===== config.mk =====
export PLATFORM = sky130hd
export DESIGN_NAME = irq_status_agg
export DESIGN_NICKNAME = d
export VERILOG_FILES = /design/src/rtl/irq_status_agg.sv
export SDC_FILE = /design/constraint.sdc
export NUM_CORES = 1
export LEC_CHECK = 0
export ABC_AREA = 1
export ABC_CLOCK_PERIOD_IN_PS = 1950
export BUFFER_PORTS_ARGS = -buffer_cell sky130_fd_sc_hd__buf_4
export CAP_MARGIN = 20
export CORE_MARGIN = 10
export CORE_UTILIZATION = 55
export DETAILED_ROUTE_END_ITERATION = 7
export PLACE_DENSITY = 0.83
export SLEW_MARGIN = 10
export SYNTH_ARGS = -nofsm -noshare
export SYNTH_HDL_FRONTEND = slang
export SYNTH_SLANG_ARGS = --single-unit

===== constraint.sdc =====
create_clock -name clk -period 1.95 [get_ports clk]
set_input_delay 0.39 -clock clk [delete_from_list [all_inputs] [get_ports clk]]
set_output_delay 0.39 -clock clk [all_outputs]
set_load 0.01 [all_outputs]

===== src/rtl/irq_status_agg.sv =====
module irq_status_agg #(
  parameter int          AW            = 12,
  parameter int          SUB_W         = 16,
  parameter int          SUM_BIT       = 23,
  parameter logic [31:0] MAIN_MASK_RST = 32'hFF7F_FFFF,
  parameter logic [11:0] OFF_STAT      = 12'h100,
  parameter logic [11:0] OFF_MASK      = 12'h104,
  parameter logic [11:0] OFF_STAT_ALT  = 12'h108,
  parameter logic [11:0] OFF_MASK_ALT  = 12'h10C,
  parameter logic [11:0] OFF_SUB_STAT  = 12'h200,
  parameter logic [11:0] OFF_SUB_MASK  = 12'h204
) (
  input  logic          clk,
  input  logic          rst_n,
  input  logic [AW-1:0] bus_addr,
  input  logic          bus_wr,
  input  logic          bus_rd,
  input  logic [31:0]   bus_wdata,
  output logic [31:0]   bus_rdata,
  input  logic [31:0]   evt_set,
  input  logic [SUB_W-1:0] sub_set,
  output logic          irq
);

  localparam logic [31:0] SUM_ONLY = 32'h1 << SUM_BIT;

  logic [31:0]      main_stat, main_mask, stat_nxt;
  logic [SUB_W-1:0] sub_stat, sub_mask, sub_nxt;
  logic             sub_pend, irq_q;

  wire hit_stat = (bus_addr == AW'(OFF_STAT)) || (bus_addr == AW'(OFF_STAT_ALT));
  wire hit_mask = (bus_addr == AW'(OFF_MASK)) || (bus_addr == AW'(OFF_MASK_ALT));
  wire hit_sst  = (bus_addr == AW'(OFF_SUB_STAT));
  wire hit_smk  = (bus_addr == AW'(OFF_SUB_MASK));

  assign sub_pend = |(sub_stat & ~sub_mask);
  assign irq      = irq_q;

  always_comb begin
    stat_nxt = main_stat;
    if (bus_wr && hit_stat)      stat_nxt = bus_wdata;
    else if (bus_rd && hit_stat) stat_nxt = main_stat & SUM_ONLY;
    stat_nxt = stat_nxt | evt_set;

    sub_nxt = sub_stat;
    if (bus_wr && hit_sst)      sub_nxt = bus_wdata[SUB_W-1:0];
    else if (bus_rd && hit_sst) sub_nxt = '0;
    sub_nxt = sub_nxt | sub_set;
  end

  always_ff @(posedge clk or negedge rst_n) begin
    if (!rst_n) begin
      main_stat <= '0;
      main_mask <= MAIN_MASK_RST;
      sub_stat  <= '0;
      sub_mask  <= '1;
      irq_q     <= 1'b0;
    end else begin
      main_stat <= stat_nxt;
      sub_stat  <= sub_nxt;
      if (bus_wr && hit_mask) main_mask <= bus_wdata;
      if (bus_wr && hit_smk)  sub_mask  <= bus_wdata[SUB_W-1:0];
      irq_q <= (|(main_stat & ~main_mask & ~SUM_ONLY)) | sub_pend;
    end
  end

  always_comb begin
    bus_rdata = '0;
    if (hit_stat)     bus_rdata = main_stat | (32'(sub_pend) << SUM_BIT);
    else if (hit_mask) bus_rdata = main_mask;
    else if (hit_sst)  bus_rdata = 32'(sub_stat);
    else if (hit_smk)  bus_rdata = 32'(sub_mask);
  end

  p_bus_excl: assert property (@(posedge clk) disable iff (!rst_n)
    !(bus_rd && bus_wr));

  p_idle_quiet_r1: assert property (@(posedge clk) disable iff (!rst_n)
    (main_stat == 32'h0 && sub_stat == '0) |=> !irq);

  p_sum_only_r3: assert property (@(posedge clk) disable iff (!rst_n)
    (sub_stat == '0 && (main_stat & ~SUM_ONLY) == 32'h0) |=> !irq);

  p_rd_clear_r4: assert property (@(posedge clk) disable iff (!rst_n)
    (bus_rd && hit_stat && evt_set == 32'h0) |=> ((main_stat & ~SUM_ONLY) == 32'h0));

  p_sub_clear_r5: assert property (@(posedge clk) disable iff (!rst_n)
    (bus_rd && hit_sst && sub_set == '0) |=> (sub_stat == '0));

  p_set_wins_r7: assert property (@(posedge clk) disable iff (!rst_n)
    (evt_set != 32'h0) |=> ((main_stat & $past(evt_set)) == $past(evt_set)));

  p_sub_set_wins_r7: assert property (@(posedge clk) disable iff (!rst_n)
    (sub_set != '0) |=> ((sub_stat & $past(sub_set)) == $past(sub_set)));

endmodule


# After elaboration in Yosys (flattened, before gate mapping)
# Cells that the tools add are included.
[classes]
addsub = 0
n_mul = 0
n_div = 0
magnitude_cmp = 0
n_eq_ne = 6
shifts = 0
mux = 8
bitwise_logic = 8
reduce_logical = 10
[op_table]
columns = ["operator", "count"]
rows = [
  ["two-way mux 32 bit", 4],
  ["two-way mux 16 bit", 4],
  ["== test 12 x 9 -> 1 bit, second input constant", 4],
  ["bitwise AND 32 bit", 1],
  ["inverter 32 bit", 1],
  ["OR 32 x 24 -> 32 bit", 1],
  ["OR 32 bit", 1],
  ["OR reduction 31 bit", 1],
  ["== test 12 x 10 -> 1 bit, second input constant", 2],
  ["bitwise AND 16 bit", 1],
  ["inverter 16 bit", 1],
  ["OR 16 bit", 1],
  ["OR reduction 16 bit", 1],
  ["logical AND 1 bit", 6],
  ["logical OR 1 bit", 2],
  ["OR 1 bit", 1],
]
[word_totals]
reg_bits = 97
latchBits = 0
ramBits = 0
romBits = 0
inputBits = 96
output_inout_bits = 33
wordCells = 37
memories = 0

# Depth between registers and ports, before layout
[logic_depth]
ltp_word = 6
mapped_depth = 10
depth_no_buf = 9

# Worst setup path before layout
# Ideal clock, no wire load.
[synth_timing]
path_type = "in2out"
start = "in bus_addr[5]"
end = "out bus_rdata[16]"
t_arrival_ns = 1.389
required_time_ns = 1.560
path_slack_ns = 0.171
stages = 7
path_buffers = 2
path_cell_list = "nor2_1 -> nand2_1 -> nor2_2 -> buf_6 -> nand2_4 -> buf_2 -> o21ai_1"
[synth_via]
elab_chain_cells = 4
word_cells_on_any_way = 8
classes_between = "eq/ne (4); mux (2); reduce/logical (2)"
[synth_lines]
columns = ["element", "line", "text"]
rows = [
  ["start: declaration", "15", "input logic [AW-1:0] bus_addr,"],
  ["== test 12 x 9 -> 1 bit", "32", "wire hit_mask = (bus_addr == AW'(OFF_MASK)) || (bus_addr == AW'(OFF_MASK_ALT));"],
  ["logical OR 1 bit", "32", ""],
  ["two-way mux 32 bit", "70", "else if (hit_mask) bus_rdata = main_mask;"],
  ["two-way mux 32 bit (*)", "69", "if (hit_stat) bus_rdata = main_stat | (32'(sub_pend) << SUM_BIT);"],
  ["end: declaration", "19", "output logic [31:0] bus_rdata,"],
]
# Every way passes the cells marked *; elsewhere a longest branch is shown, timed or not.

# Final worst setup path
[layout_timing]
start = "reg sub_mask[3]"
end = "out bus_rdata[23]"
[layout_via]
elab_chain_cells = 5
[layout_lines]
columns = ["element", "line", "text"]
rows = [
  ["start: declaration", "28", "logic [SUB_W-1:0] sub_stat, sub_mask, sub_nxt;"],
  ["start signal: assignment", "62", "if (bus_wr && hit_smk) sub_mask <= bus_wdata[SUB_W-1:0];"],
  ["inverter 16 bit", "36", "assign sub_pend = |(sub_stat & ~sub_mask);"],
  ["bitwise AND 16 bit", "36", ""],
  ["OR reduction 16 bit", "36", ""],
  ["OR 32 x 24 -> 32 bit", "69", ""],
  ["two-way mux 32 bit", "69", ""],
]
# Every way passes these cells.

==> results_dict.tcl <==
set metrics [dict create \
    finalSetupViolCount 32 \
    cts_sinks 97 \
    clk_latency_ns 0.38 \
    synth_seq_area_share_pct 42.0 \
    drc 0 \
    syn_area_per_cell_sq_um 6.84 \
    dp_hpwl_um 12800 \
    violations "negative setup slack" \
    outcome "complete, but fails checks" \
    worst_slack_ns -0.283 \
    cp-end-kind "primary output" \
    period_needed_ns 2.23 \
    fmax_mhz 448 \
    hold_path.class "primary input to flip-flop" \
    cp.required_ns 1.56 \
    finalCritPeriodShare_pct 115 \
    tightest_slew_ns 0.456 \
    drt-wirelength-per-cell_um 19.0 \
    yosys_warnings 0 \
    hold_viol 0 \
    r2r-end "irq" \
    grt_pass1_wl_um 28800 \
    dr.pass1.iters 6 \
    drv_cap 0 \
    cts_root_buffer "clkbuf_8" \
    holdWs_ns 0.201 \
    rsz0062_at_grt "yes" \
    p_per_area_nw_per_um2 458 \
    worstRegToRegCells 7 \
    first_iter_violations 942 \
    syn_inst 866 \
    clk_path_buf_depth 2 \
    fin_nets 1128 \
    rows 37 \
    layout-drive-gt1-share_pct 35.4 \
    synth_cell_types 26 \
    grt_pass1_vias 5861 \
    areaGrowthSynthToFinish_pct 44.7 \
    rr_startpoint "main_mask[15]" \
    place_congestion 0.980 \
    grt_max_degree 49 \
    reg2reg_slack_ns 0.55 \
    seq_area_sq_um 2490 \
    die_h_um 124 \
    ios 129 \
    multi_input_area_sq_um 2970 \
    die_x_um 124 \
    synth_nets 962 \
    crit_start "sub_mask[3]" \
    ys_seq_elements 97 \
    htreeDepth 3 \
    p_leak_nw 4.49 \
    cp_data_arrival_time_ns 1.84 \
    io_buffers 128 \
    gr-total-overflow 0 \
    final_max_slew_viol_count 0 \
    clkTransAtPathRegs_ns 0.10 \
    initial_utilization_pct 56.8 \
    coreArea_sq_um 10400 \
    ir_drop_mv 0.407 \
    fill_cells 663 \
    antenna_cells 0 \
    grt_usage_pct 23.5 \
    worstSetupPathType "flip-flop to primary output" \
    slew-limit-headroom_pct 69.6 \
    crit_end "bus_rdata[23]" \
    layout_common_cells "238 x nand2_1, 178 x inv_1, 138 x buf_4" \
    critPathMaxFanout 2 \
    finClkSkew_ns 0.0162 \
    antenna_found_initial 0 \
    die_area_sq_um 15300 \
    syn_area_sq_um 5920 \
    cp-start-kind "flip-flop" \
    detail-route-antenna-nets 0 \
    vias 6730 \
    cts_inserted_buffers 9 \
    place_ws_ns -0.153 \
    final_common_cell "nand2_1" \
    routed_wl_um 22300 \
    cts_tree "done" \
    viasPerCell 5.74 \
]
-- registers in the layout, indices dropped and copies added, names as in the netlist --
| name | count |
|---|---|
| sub_mask | 16 |
| irq | 1 |
| main_mask | 32 |
| sub_stat | 16 |
| main_stat | 32 |
-- final cells by class --
| cell class | count | share of cell area (%) |
|---|---|---|
| Clock buffer | 12 | 1.81 |
| Inverter | 183 | 8.08 |
| Clock inverter | 4 | 0.599 |
| Multi-Input combinational cell | 539 | 34.7 |
| Timing Repair Buffer | 202 | 23.8 |
| Sequential cell | 97 | 29.0 |
| Tap cell | 136 | 1.99 |
-- kinds of logic after synthesis --
group	after synthesis	share of synthesized area [%]
compound gates	82	6.95
simple gates	455	34.4
buf+inv	232	16.7
flops	97	42.0
-- what timing repair did --
action                     CTS  global route
buffers inserted             1            22
gates resized for setup      9           166
setup endpoints to repair   32            32
hold endpoints to repair    17             0
cloned                       0            12
hold buffers                 1             0
pin swaps                    4            59
-- power by group --
group	internal [mW]	leakage, nW	total, mW	switching (mW)
sequential	2.03	0.927	2.03	0.00537
clock	0.665	0.103	1.41	0.746
combinational	0.220	3.46	0.477	0.257
-- worst min-delay path by stage --
stage,from,to,slack [ns],depth (start not counted)
final,evt_set[23],main_stat[23],0.20,2
after CTS,evt_set[23],main_stat[23],0.19,2
after floorplan,rst_n,irq,0.09,0
after detailed placement,rst_n,sub_stat[3],0.36,1
after global routing,evt_set[23],main_stat[23],0.19,2
after global placement,rst_n,sub_stat[3],0.36,1
-- Yosys cell counts (all sizes together) --
master | instances | area share, %
nand4 | 50 | 5.3
clkbuf | 12 | 0.82
nand3b | 1 | 0.13
nor2 | 23 | 1.8
buf | 37 | 4.2
inv | 183 | 12
nand3 | 109 | 9.7
dfrtp | 50 | 21
dfstp | 47 | 21
nor3 | 3 | 0.34
o21ai | 81 | 6.8
nand2 | 269 | 17
o22ai | 1 | 0.11
-- worst max-delay path, stage by stage, from the launching register on --
cell and delay (ns):
dfstp_2 0.55, inv_1 0.05, nand2_1 0.10, o21ai_1 0.12
nor2_2 0.11, nand2_1 0.08, nor2_2 0.13, nand2_1 0.07
nand2_1 0.07, nand2_2 0.05, buf_6 0.12
-- layer usage --
metal | GRT usage (%) | share of wire [%] | wire, um
met1 | 30.3 | 37 | 8300
met2 | 38.0 | 50 | 11100
met3 | 4.34 | 10 | 2250
met4 | 10.2 | 3.3 | 735
met5 | 0 | 0 | 0
-- through the flow --
step                TNS [ns]  cells  power [mW]  cell area (sq um)  utilization (%)
floorplan                  0    866        2.20               5920                -
global placement       -1.87   1121        2.47               7240             69.5
detailed placement     -3.46   1121        2.47               7240             69.5
CTS                    -2.06   1139        3.83               7480             71.8
global route           -5.90   1173        4.03               8570             82.2
finish                 -4.44   1173        3.92               8570             82.2
Note: power is estimated with default switching activity, not from simulation.
